==> config.mk <==
export PLATFORM = sky130hd
export DESIGN_NAME = spur_cancel_synth
export DESIGN_NICKNAME = d
export VERILOG_FILES = /design/src/rtl/spur_pkg.sv /design/src/rtl/sc_cos_amp.sv /design/src/rtl/sc_channel.sv /design/src/rtl/sc_sat_sum.sv /design/src/rtl/spur_cancel_synth.sv
export SDC_FILE = /design/constraint.sdc
export NUM_CORES = 2
export LEC_CHECK = 0
export CAP_MARGIN = 0
export CORE_ASPECT_RATIO = 1.75
export CORE_UTILIZATION = 50
export CTS_CLUSTER_SIZE = 24
export DETAILED_ROUTE_END_ITERATION = 8
export DONT_BUFFER_PORTS = 1
export PLACE_DENSITY = 0.69
export SLEW_MARGIN = 20
export SYNTH_ARGS = -nofsm -noshare
export SYNTH_HDL_FRONTEND = slang
export SYNTH_HIERARCHICAL = 1
export SYNTH_SLANG_ARGS = --single-unit
==> constraint.sdc <==
create_clock -name clk -period 33.3 [get_ports clk]
set_input_delay 1.665 -clock clk [delete_from_list [all_inputs] [get_ports clk]]
set_output_delay 1.665 -clock clk [all_outputs]
set_load 0.02 [all_outputs]
==> src/rtl/spur_pkg.sv <==
package spur_pkg;
    localparam int FTW_W_DEF = 32;
    localparam int PH_W_DEF  = 14;
    localparam int AMP_W_DEF = 10;
    localparam int OUT_W_DEF = 10;

    typedef enum logic {
        CH_IDLE = 1'b0,
        CH_RUN  = 1'b1
    } ch_state_t;
endpackage

==> src/rtl/sc_cos_amp.sv <==
// Phase to scaled cosine: quadrant folding, quarter-wave polynomial, sign-magnitude scaling.
module sc_cos_amp #(
    parameter int PH_W  = spur_pkg::PH_W_DEF,
    parameter int AMP_W = spur_pkg::AMP_W_DEF
) (
    input  logic [PH_W-1:0]         phase,
    input  logic [AMP_W-1:0]        amp,
    output logic signed [AMP_W:0]   smp
);
    localparam int          FR_W = PH_W - 2;
    localparam logic [31:0] ONE  = 32'd1 << FR_W;
    // cos(pi/2*u) ~ 1 - u^2*(A - B*u^2), with A ~ 1.2337 and B ~ 0.2337 in Q(FR_W)
    localparam logic [31:0] A_C  = (32'd5053 << FR_W) >> 12;
    localparam logic [31:0] B_C  = (32'd957  << FR_W) >> 12;

    logic [1:0]       quad;
    logic [FR_W-1:0]  frac;
    logic             neg;
    logic [31:0]      u, u2, inner, prod, c;
    logic [AMP_W-1:0] mag;

    always_comb begin
        quad  = phase[PH_W-1 -: 2];
        frac  = phase[FR_W-1:0];
        neg   = quad[1] ^ quad[0];
        u     = quad[0] ? (ONE - 32'(frac)) : 32'(frac);
        u2    = (u * u) >> FR_W;
        inner = A_C - ((B_C * u2) >> FR_W);
        prod  = (u2 * inner) >> FR_W;
        c     = (prod >= ONE) ? 32'd0 : (ONE - prod);
        mag   = AMP_W'((c * 32'(amp)) >> FR_W);
        smp   = neg ? -$signed({1'b0, mag}) : $signed({1'b0, mag});
    end
endmodule

==> src/rtl/sc_channel.sv <==
// One synthesis channel: active registers, run/idle controller, accumulator, two pipeline stages.
module sc_channel
    import spur_pkg::*;
#(
    parameter int FTW_W = FTW_W_DEF,
    parameter int PH_W  = PH_W_DEF,
    parameter int AMP_W = AMP_W_DEF
) (
    input  logic                   clk,
    input  logic                   rst_n,
    input  logic                   load,
    input  logic                   en,
    input  logic [FTW_W-1:0]       ftw,
    input  logic [PH_W-1:0]        poff,
    input  logic [AMP_W-1:0]       amp,
    output logic signed [AMP_W:0]  smp
);
    ch_state_t             state_q, state_d;
    logic [FTW_W-1:0]      ftw_a, acc_q;
    logic [PH_W-1:0]       poff_a, phase_q;
    logic [AMP_W-1:0]      amp_a, amp_q;
    logic                  on_q;
    logic signed [AMP_W:0] cos_w, smp_q;

    // next-state logic
    always_comb begin
        state_d = state_q;
        unique case (state_q)
            CH_IDLE: if (load && en)  state_d = CH_RUN;   // start
            CH_RUN:  if (load && !en) state_d = CH_IDLE;  // stop
            default: state_d = CH_IDLE;
        endcase
    end

    // state register
    always_ff @(posedge clk) begin
        if (!rst_n) state_q <= CH_IDLE;
        else        state_q <= state_d;
    end

    // active registers and datapath
    always_ff @(posedge clk) begin
        if (!rst_n) begin
            ftw_a   <= '0;
            poff_a  <= '0;
            amp_a   <= '0;
            acc_q   <= '0;
            phase_q <= '0;
            amp_q   <= '0;
            on_q    <= 1'b0;
            smp_q   <= '0;
        end else begin
            if (load) begin
                ftw_a  <= ftw;
                poff_a <= poff;
                amp_a  <= amp;
            end
            if (state_q == CH_RUN && state_d == CH_RUN) acc_q <= acc_q + ftw_a;
            else                                        acc_q <= '0;
            phase_q <= acc_q[FTW_W-1 -: PH_W] + poff_a;
            amp_q   <= amp_a;
            on_q    <= (state_q == CH_RUN);
            smp_q   <= on_q ? cos_w : '0;
        end
    end

    sc_cos_amp #(.PH_W(PH_W), .AMP_W(AMP_W)) u_cos (
        .phase (phase_q),
        .amp   (amp_q),
        .smp   (cos_w)
    );

    assign smp = smp_q;
endmodule

==> src/rtl/sc_sat_sum.sv <==
// Adds two channel samples at extended width and clips to the signed output range.
module sc_sat_sum #(
    parameter int AMP_W = spur_pkg::AMP_W_DEF,
    parameter int OUT_W = spur_pkg::OUT_W_DEF
) (
    input  logic signed [AMP_W:0]   a,
    input  logic signed [AMP_W:0]   b,
    output logic signed [OUT_W-1:0] y
);
    localparam int S_W = AMP_W + 2;
    localparam logic signed [S_W-1:0] MAXV = S_W'((1 << (OUT_W - 1)) - 1);
    localparam logic signed [S_W-1:0] MINV = -MAXV - S_W'(1);

    logic signed [S_W-1:0] sum;

    always_comb begin
        sum = S_W'(a) + S_W'(b);
        if (sum > MAXV)      y = OUT_W'(MAXV);
        else if (sum < MINV) y = OUT_W'(MINV);
        else                 y = OUT_W'(sum);
    end
endmodule

==> src/rtl/spur_cancel_synth.sv <==
module spur_cancel_synth
    import spur_pkg::*;
#(
    parameter int FTW_W = FTW_W_DEF,
    parameter int PH_W  = PH_W_DEF,
    parameter int AMP_W = AMP_W_DEF,
    parameter int OUT_W = OUT_W_DEF
) (
    input  logic                    clk,
    input  logic                    rst_n,
    input  logic                    update,
    input  logic [FTW_W-1:0]        main_ftw,
    input  logic [PH_W-1:0]         main_poff,
    input  logic [AMP_W-1:0]        main_amp,
    input  logic                    aux_en,
    input  logic                    aux_invert,
    input  logic [FTW_W-1:0]        aux_ftw,
    input  logic [PH_W-1:0]         aux_poff,
    input  logic [AMP_W-1:0]        aux_amp,
    output logic signed [OUT_W-1:0] dac_out
);
    localparam logic [PH_W-1:0] HALF_TURN = PH_W'(1) << (PH_W - 1);

    logic [PH_W-1:0]        aux_poff_eff;
    logic signed [AMP_W:0]  main_smp, aux_smp;
    logic signed [OUT_W-1:0] sum_w, dac_q;

    assign aux_poff_eff = aux_poff + (aux_invert ? HALF_TURN : '0);

    sc_channel #(.FTW_W(FTW_W), .PH_W(PH_W), .AMP_W(AMP_W)) u_main (
        .clk (clk), .rst_n (rst_n), .load (update), .en (1'b1),
        .ftw (main_ftw), .poff (main_poff), .amp (main_amp), .smp (main_smp)
    );

    sc_channel #(.FTW_W(FTW_W), .PH_W(PH_W), .AMP_W(AMP_W)) u_aux (
        .clk (clk), .rst_n (rst_n), .load (update), .en (aux_en),
        .ftw (aux_ftw), .poff (aux_poff_eff), .amp (aux_amp), .smp (aux_smp)
    );

    sc_sat_sum #(.AMP_W(AMP_W), .OUT_W(OUT_W)) u_sum (
        .a (main_smp), .b (aux_smp), .y (sum_w)
    );

    always_ff @(posedge clk) begin
        if (!rst_n) dac_q <= '0;
        else        dac_q <= sum_w;
    end

    assign dac_out = dac_q;
endmodule

Yosys cells after proc, flatten, opt, wreduce, memory -nomap -nowiden
Cells that the tools add are included.
Widths: inputs -> output; s select.
Operators by class
  $add $sub $neg: 14
  multipliers: 8
  magnitude comparators: 4
  muxes and demuxes: 14
  bitwise operators: 5
  reductions and logical operators: 12
Operator list (number)
  $mux 32: 4
  $add 32x32->32: 2
  $mul 21x19->32: 2
  $mul 32x10->22: 2
  $mul 32x32->32: 2
  $mul 10x20->30 const A: 2
  $add 14x14->14: 3
  $sub 13x20->21 const A: 2
  $ge 20x13->1 const B: 2
  $sub 13x18->19 const A: 2
  $mux 10: 3
  $sub 13x12->14 const A: 2
  $neg 10->11: 2
  $mux 14: 1
  $add 11x11->12: 1
  $gt 12x10->1 const B: 1
  $lt 12x10->1 const B: 1
  $mux 9: 1
  $reduce_and 2->1: 4
  $reduce_and 3->1: 2
  $logic_and 1x1->1: 4
  $pmux 1 s2: 2
  $mux 1: 3
  $not 1->1: 3
  other kinds (3): 4
Storage, ports and cells
  flip-flop bits (word level): 260
  bits of input ports: 117
  output and inout bits: 10
  word-level logic and storage cells: 79

Depth between registers and ports, before layout
  depth in word-level cells: 11
  depth in mapped cells: 124

Modules after synthesis
The synthesis kept the hierarchy.
Modules (own cells, without submodules)
  sc_cos_amp (u_main.u_cos): times used 1, cells each 3079, area an instance 25567.0 sq um, sequential area each 0.0 sq um
  sc_cos_amp (u_aux.u_cos): times used 1, cells each 3017, area an instance 25251.7 sq um, sequential area each 0.0 sq um
  sc_channel: times used 2, cells each 674, area an instance 6238.5 sq um, sequential area each 2502.4 sq um
  sc_sat_sum: times used 1, cells each 87, area an instance 688.2 sq um, sequential area each 0.0 sq um
  spur_cancel_synth: times used 1, cells each 22, area an instance 275.3 sq um, sequential area each 200.2 sq um

Least setup slack after synthesis
No wires, ideal clock.
  path kind: register to register
  from: reg u_aux.phase_q[0]
  to: reg u_aux.smp_q[10] (netlist: u_aux/smp[10])
  arrival: 27.878 ns
  required time: 33.184 ns
  slack: 5.306 ns
  stages on the path, launching flop included: 114
  buffers on the path: 8
  path through: dfxtp_1 > clkbuf_1 > clkinv_1 > ha_1 > nand3_1 > nand2_1 > xor2_1 > inv_1 > nand2_1 > inv_1 > fa_1 > fa_1 > fa_1 > inv_1 > fa_1 > inv_1 > ha_1 > ha_1 > [78 not listed] > fa_1 > inv_1 > fa_1 > inv_1 > ha_1 > a21oi_1 > o22ai_1 > o21ai_0 > nand2b_1 > o211a_1 > and3_1 > a21oi_4 > a211oi_2 > o2111a_1 > nor3_1 > xor2_1 > o41a_1 > and3_1
Between the ends
  longest elaborated chain between the ends: 10
  elaborated cells on any way between the ends: 11
  classes of those cells: add/sub (4); mul (4); order compare (1); mux (2)
Ends and longest elaborated chain
  start: declaration: line sc_channel.sv:20  | logic [PH_W-1:0] poff_a, phase_q;
  start signal: assignment: line sc_channel.sv:60  | phase_q <= acc_q[FTW_W-1 -: PH_W] + poff_a;
  $sub 13x12->14: line sc_cos_amp.sv:26  | u = quad[0] ? (ONE - 32'(frac)) : 32'(frac);
  $mux 32 *: line sc_cos_amp.sv:26
  $mul 32x32->32 *: line sc_cos_amp.sv:27  | u2 = (u * u) >> FR_W;
  $mul 10x20->30: line sc_cos_amp.sv:28  | inner = A_C - ((B_C * u2) >> FR_W);
  $sub 13x18->19: line sc_cos_amp.sv:28
  $mul 21x19->32 *: line sc_cos_amp.sv:29  | prod = (u2 * inner) >> FR_W;
  $sub 13x20->21 / $ge 20x13->1 (equally long branches): line sc_cos_amp.sv:30  | c = (prod >= ONE) ? 32'd0 : (ONE - prod);
  $mux 32 *: line sc_cos_amp.sv:30
  $mul 32x10->22 *: line sc_cos_amp.sv:31  | mag = AMP_W'((c * 32'(amp)) >> FR_W);
  $neg 10->11 *: line sc_cos_amp.sv:32  | smp = neg ? -$signed({1'b0, mag}) : $signed({1'b0, mag});
  end signal: assignment: line sc_channel.sv:63  | smp_q <= on_q ? cos_w : '0;
  end: declaration: line sc_channel.sv:23  | logic signed [AMP_W:0] cos_w, smp_q;
Every way passes the cells marked *; elsewhere a longest branch is shown, timed or not.
A chain may end at the register's enable or synchronous reset.

Worst setup path in the final report
Same ends and word-level chain as after synthesis.

==> impl_metrics.csv <==
group,metric,value,unit
logic_synthesis,ys_ff_latch,260,
final_layout,final_cells,9166,
floorplan,ios,127,
placed_design,place_inst,9108,
critical_path,r2r_end,"u_aux/smp[10]$_SDFF_PN0_",
route,viasPerCell,5.61,
logic_synthesis,yosys_warnings,6,
clock_tree,numCtsBuffers,31,
final_layout,area_delta_synth_final,4.86,%
critical_path,crit_required,33.82,ns
global_routing,grt_max_degree,117,
sta,period_share,0.954,
floorplan,initial_core_util,0.505,
floorplan,dieArea,130000,µm²
clock_tree,cts_tree,"built",
logic_synthesis,synth_area_leaders,"fa_1 32%, ha_1 16%, inv_1 8.8%",
logic_synthesis,synth_fa_ha_area_frac,0.477,
run_status,status,"completed",
critical_path,crit_top_cell,"fa_1",
logic_synthesis,synth_edf_count,0,
critical_path,slowest_delay,0.83,ns
route,firstDrtPassIters,6,
global_routing,grt.overflow.total,0,
clock_tree,ctsLongestPathBuffers,3,
clock_tree,insertion_delay,0.64,ns
placed_design,numPortBuffers,0,
logic_synthesis,synth_top_cell_by_area,"fa_1",
sta,finalSetupViolations,0,
critical_path,crit_fanout,20,
worst_hold_path,min_from,"u_aux/amp_a[8]$_SDFFE_PN0P_",
sta,finalSetupTns,0,ns
global_routing,grt_use_total,0.271,
clock_tree,clock-root-buffer,"clkbuf_16",
final_layout,final_nets,9438,
placed_design,dp_hpwl,148000,µm
route,drc_errors,0,
route,num_vias,51500,
floorplan,die_h,476,µm
clock_tree,clkTransAtPathRegs,0.06,ns
placed_design,gp_congestion,0.968,
logic_synthesis,async_reset_ff_frac,0,
final_layout,layout_common_cells,"1507 x inv_1, 1013 x fa_1, 829 x ha_1, 784 x nand2_1, 584 x nor2_1",
clock_tree,cts_setup_buffers,0,
route,detail-route-antenna-nets,0,
critical_path,end_kind,"flip-flop",
critical_path,timing.rr.start,"u_aux/phase_q[0]$_SDFF_PN0_",
logic_synthesis,synth_xor_area_frac,0.0440,
floorplan,core,127000,µm²
sta,period_needed,31.76,ns
logic_synthesis,synth_mux_area_frac,0.0236,
worst_hold_path,holdPathStages,1,
sta,slew_headroom,0.284,
logic_synthesis,synth_compound_area_frac,0.106,
global_routing,grt_pass1_wl,282000,µm
logic_synthesis,synth-seq-area-share,0.0810,
placed_design,place_ws,1.46,ns
logic_synthesis,synthSimpleGateAreaFrac,0.164,
floorplan,num_rows,173,
clock_tree,clock-sinks,260,
logic_synthesis,synth_top_area_share,0.316,
logic_synthesis,avgSynthCellArea,8.51,µm²
sta,setup_slack,1.54,ns
logic_synthesis,syn_inst,7553,
critical_path,ff2ff_path_depth,106,
critical_path,critPathArrivalTime,32.28,ns
global_routing,antenna_found_initial,11,
final_layout,mostFrequentLayoutCell,"inv_1",
critical_path,crit_path_start_kind,"flip-flop",
final_layout,drive_above_1_share,0.0363,
critical_path,critPathKind,"reg2reg",
sta,hold_viol,0,
route,wl_per_cell,19.1,µm
sta,maxSlewViolCount,0,
worst_hold_path,hp-class,"reg2reg",
logic_synthesis,ys.flop_type,"dfxtp_1",
critical_path,rrSetupSlack,1.54,ns
route,drt-initial-drc-count,2550,
worst_hold_path,hold_end,"u_aux/amp_q[8]$_SDFF_PN0_",
route,wl,175000,µm
sta,clock_skew,0.0218,ns
clock_tree,htreeDepth,1,
global_routing,grt_pass1_vias,55100,
floorplan,die-width,273,µm
sta,max_freq,31.5,MHz
logic_synthesis,synth_top_family_by_area,"adder cells",
logic_synthesis,synthesis.area,64300,µm²
flow_run,drv_cap,0,
sta,rsz0062_at_grt,"false",
logic_synthesis,netlist-cell-type-count,125,
critical_path,crit_slowest_cell,"xor2_1",
sta,worstMarginPinSlew,1.07,ns
## worst max-delay path by stage
stage	depth (start not counted)	startpoint	endpoint
after floorplan	113	u_aux/phase_q[0]$_SDFF_PN0_	u_aux/smp[10]$_SDFF_PN0_
after global placement	103	u_aux/phase_q[0]$_SDFF_PN0_	u_aux/smp[10]$_SDFF_PN0_
after detailed placement	104	u_aux/phase_q[0]$_SDFF_PN0_	u_aux/smp[10]$_SDFF_PN0_
after CTS	105	u_aux/phase_q[0]$_SDFF_PN0_	u_aux/smp[10]$_SDFF_PN0_
after global routing	111	u_aux/phase_q[0]$_SDFF_PN0_	u_aux/smp[10]$_SDFF_PN0_
final	106	u_aux/phase_q[0]$_SDFF_PN0_	u_aux/smp[10]$_SDFF_PN0_
## through the flow
step           hold WS (ns)  instance area (µm²)  utilization
6_report              0.459                67400        0.529
5_1_grt               0.485                67400        0.529
4_1_cts               0.463                67400        0.529
3_5_place_dp          0.443                66300        0.521
3_3_place_gp          0.436                66300        0.521
2_1_floorplan         0.429                64500            -
## timing repair
action | CTS | global route
gates resized for setup | 0 | 1
endpoints found under the setup margin | 0 | 1
hold endpoints to repair | 0 | 0
hold buffers | 0 | 0
## synth_stat cells, types with 94 or more instances
master and number:
clkbuf_1 201, nand2_1 784, nor2_1 585, mux2i_1 139, xor2_1 121, dfxtp_1 260, inv_1 1509, nand3_1 94
o21ai_0 151, and3_1 120, fa_1 1013, a21o_1 141, ha_1 829, xnor2_1 199, nor3_1 96, a21oi_1 239
and2_1 207
## worst max-delay path: cells and delay by family, from the launching register on
| family | cells | cell delay, ns |
|---|---|---|
| adder cells (fa/ha/maj) | 31 | 14.51 |
| buffers and inverters | 24 | 3.37 |
| AO/OA/AOI/OAI | 28 | 6.79 |
| AND/OR/NAND/NOR | 17 | 3.72 |
| flip-flops | 1 | 0.62 |
| multiplexers | 1 | 0.33 |
| XOR/XNOR | 5 | 2.21 |
## cell families after synthesis
logic type,count (synthesis)
AND/OR/NAND/NOR,2226
adder cells (fa/ha/maj),1842
buffers and inverters,1778
AO/OA/AOI/OAI,973
XOR/XNOR,321
flip-flops,260
multiplexers,148
other,5
## final cells by class
cell class / count / area [µm²]
timing repair buffer: 82 / 619
antenna: 3 / 7.51
fill: 11800 / 59900
clock buffer: 40 / 850
sequential: 260 / 5200
tap: 1662 / 2080
clock inverter: 15 / 219
inverter: 1533 / 5750
multi-input combinational: 5571 / 52700
## sequential cells by signal, summed over array words and instances (netlist names)
name / flops
u_main/on_q: 1
u_main/amp_q: 10
u_aux/ftw_a: 32
u_main/ftw_a: 32
u_aux/phase_q: 14
u_main/poff_a: 14
u_main/state_q: 1
u_main/phase_q: 14
u_aux/poff_a: 14
u_aux/smp: 11
u_main/amp_a: 10
u_aux/amp_q: 10
u_aux/state_q: 1
u_aux/amp_a: 10
u_main/smp: 11
u_aux/on_q: 1
u_main/acc_q: 32
dac_out: 10
u_aux/acc_q: 32
## routing by layer
layer	track usage	up-vias	wire [µm]
li1	-	23800	-
met1	0.281	25500	62200
met2	0.518	1514	93900
met3	0.0286	613	7500
met4	0.158	12	11500
met5	0	-	93
Power is not shown: default switching activity piles up to over one toggle a cycle in this logic, so the estimate is an artifact.
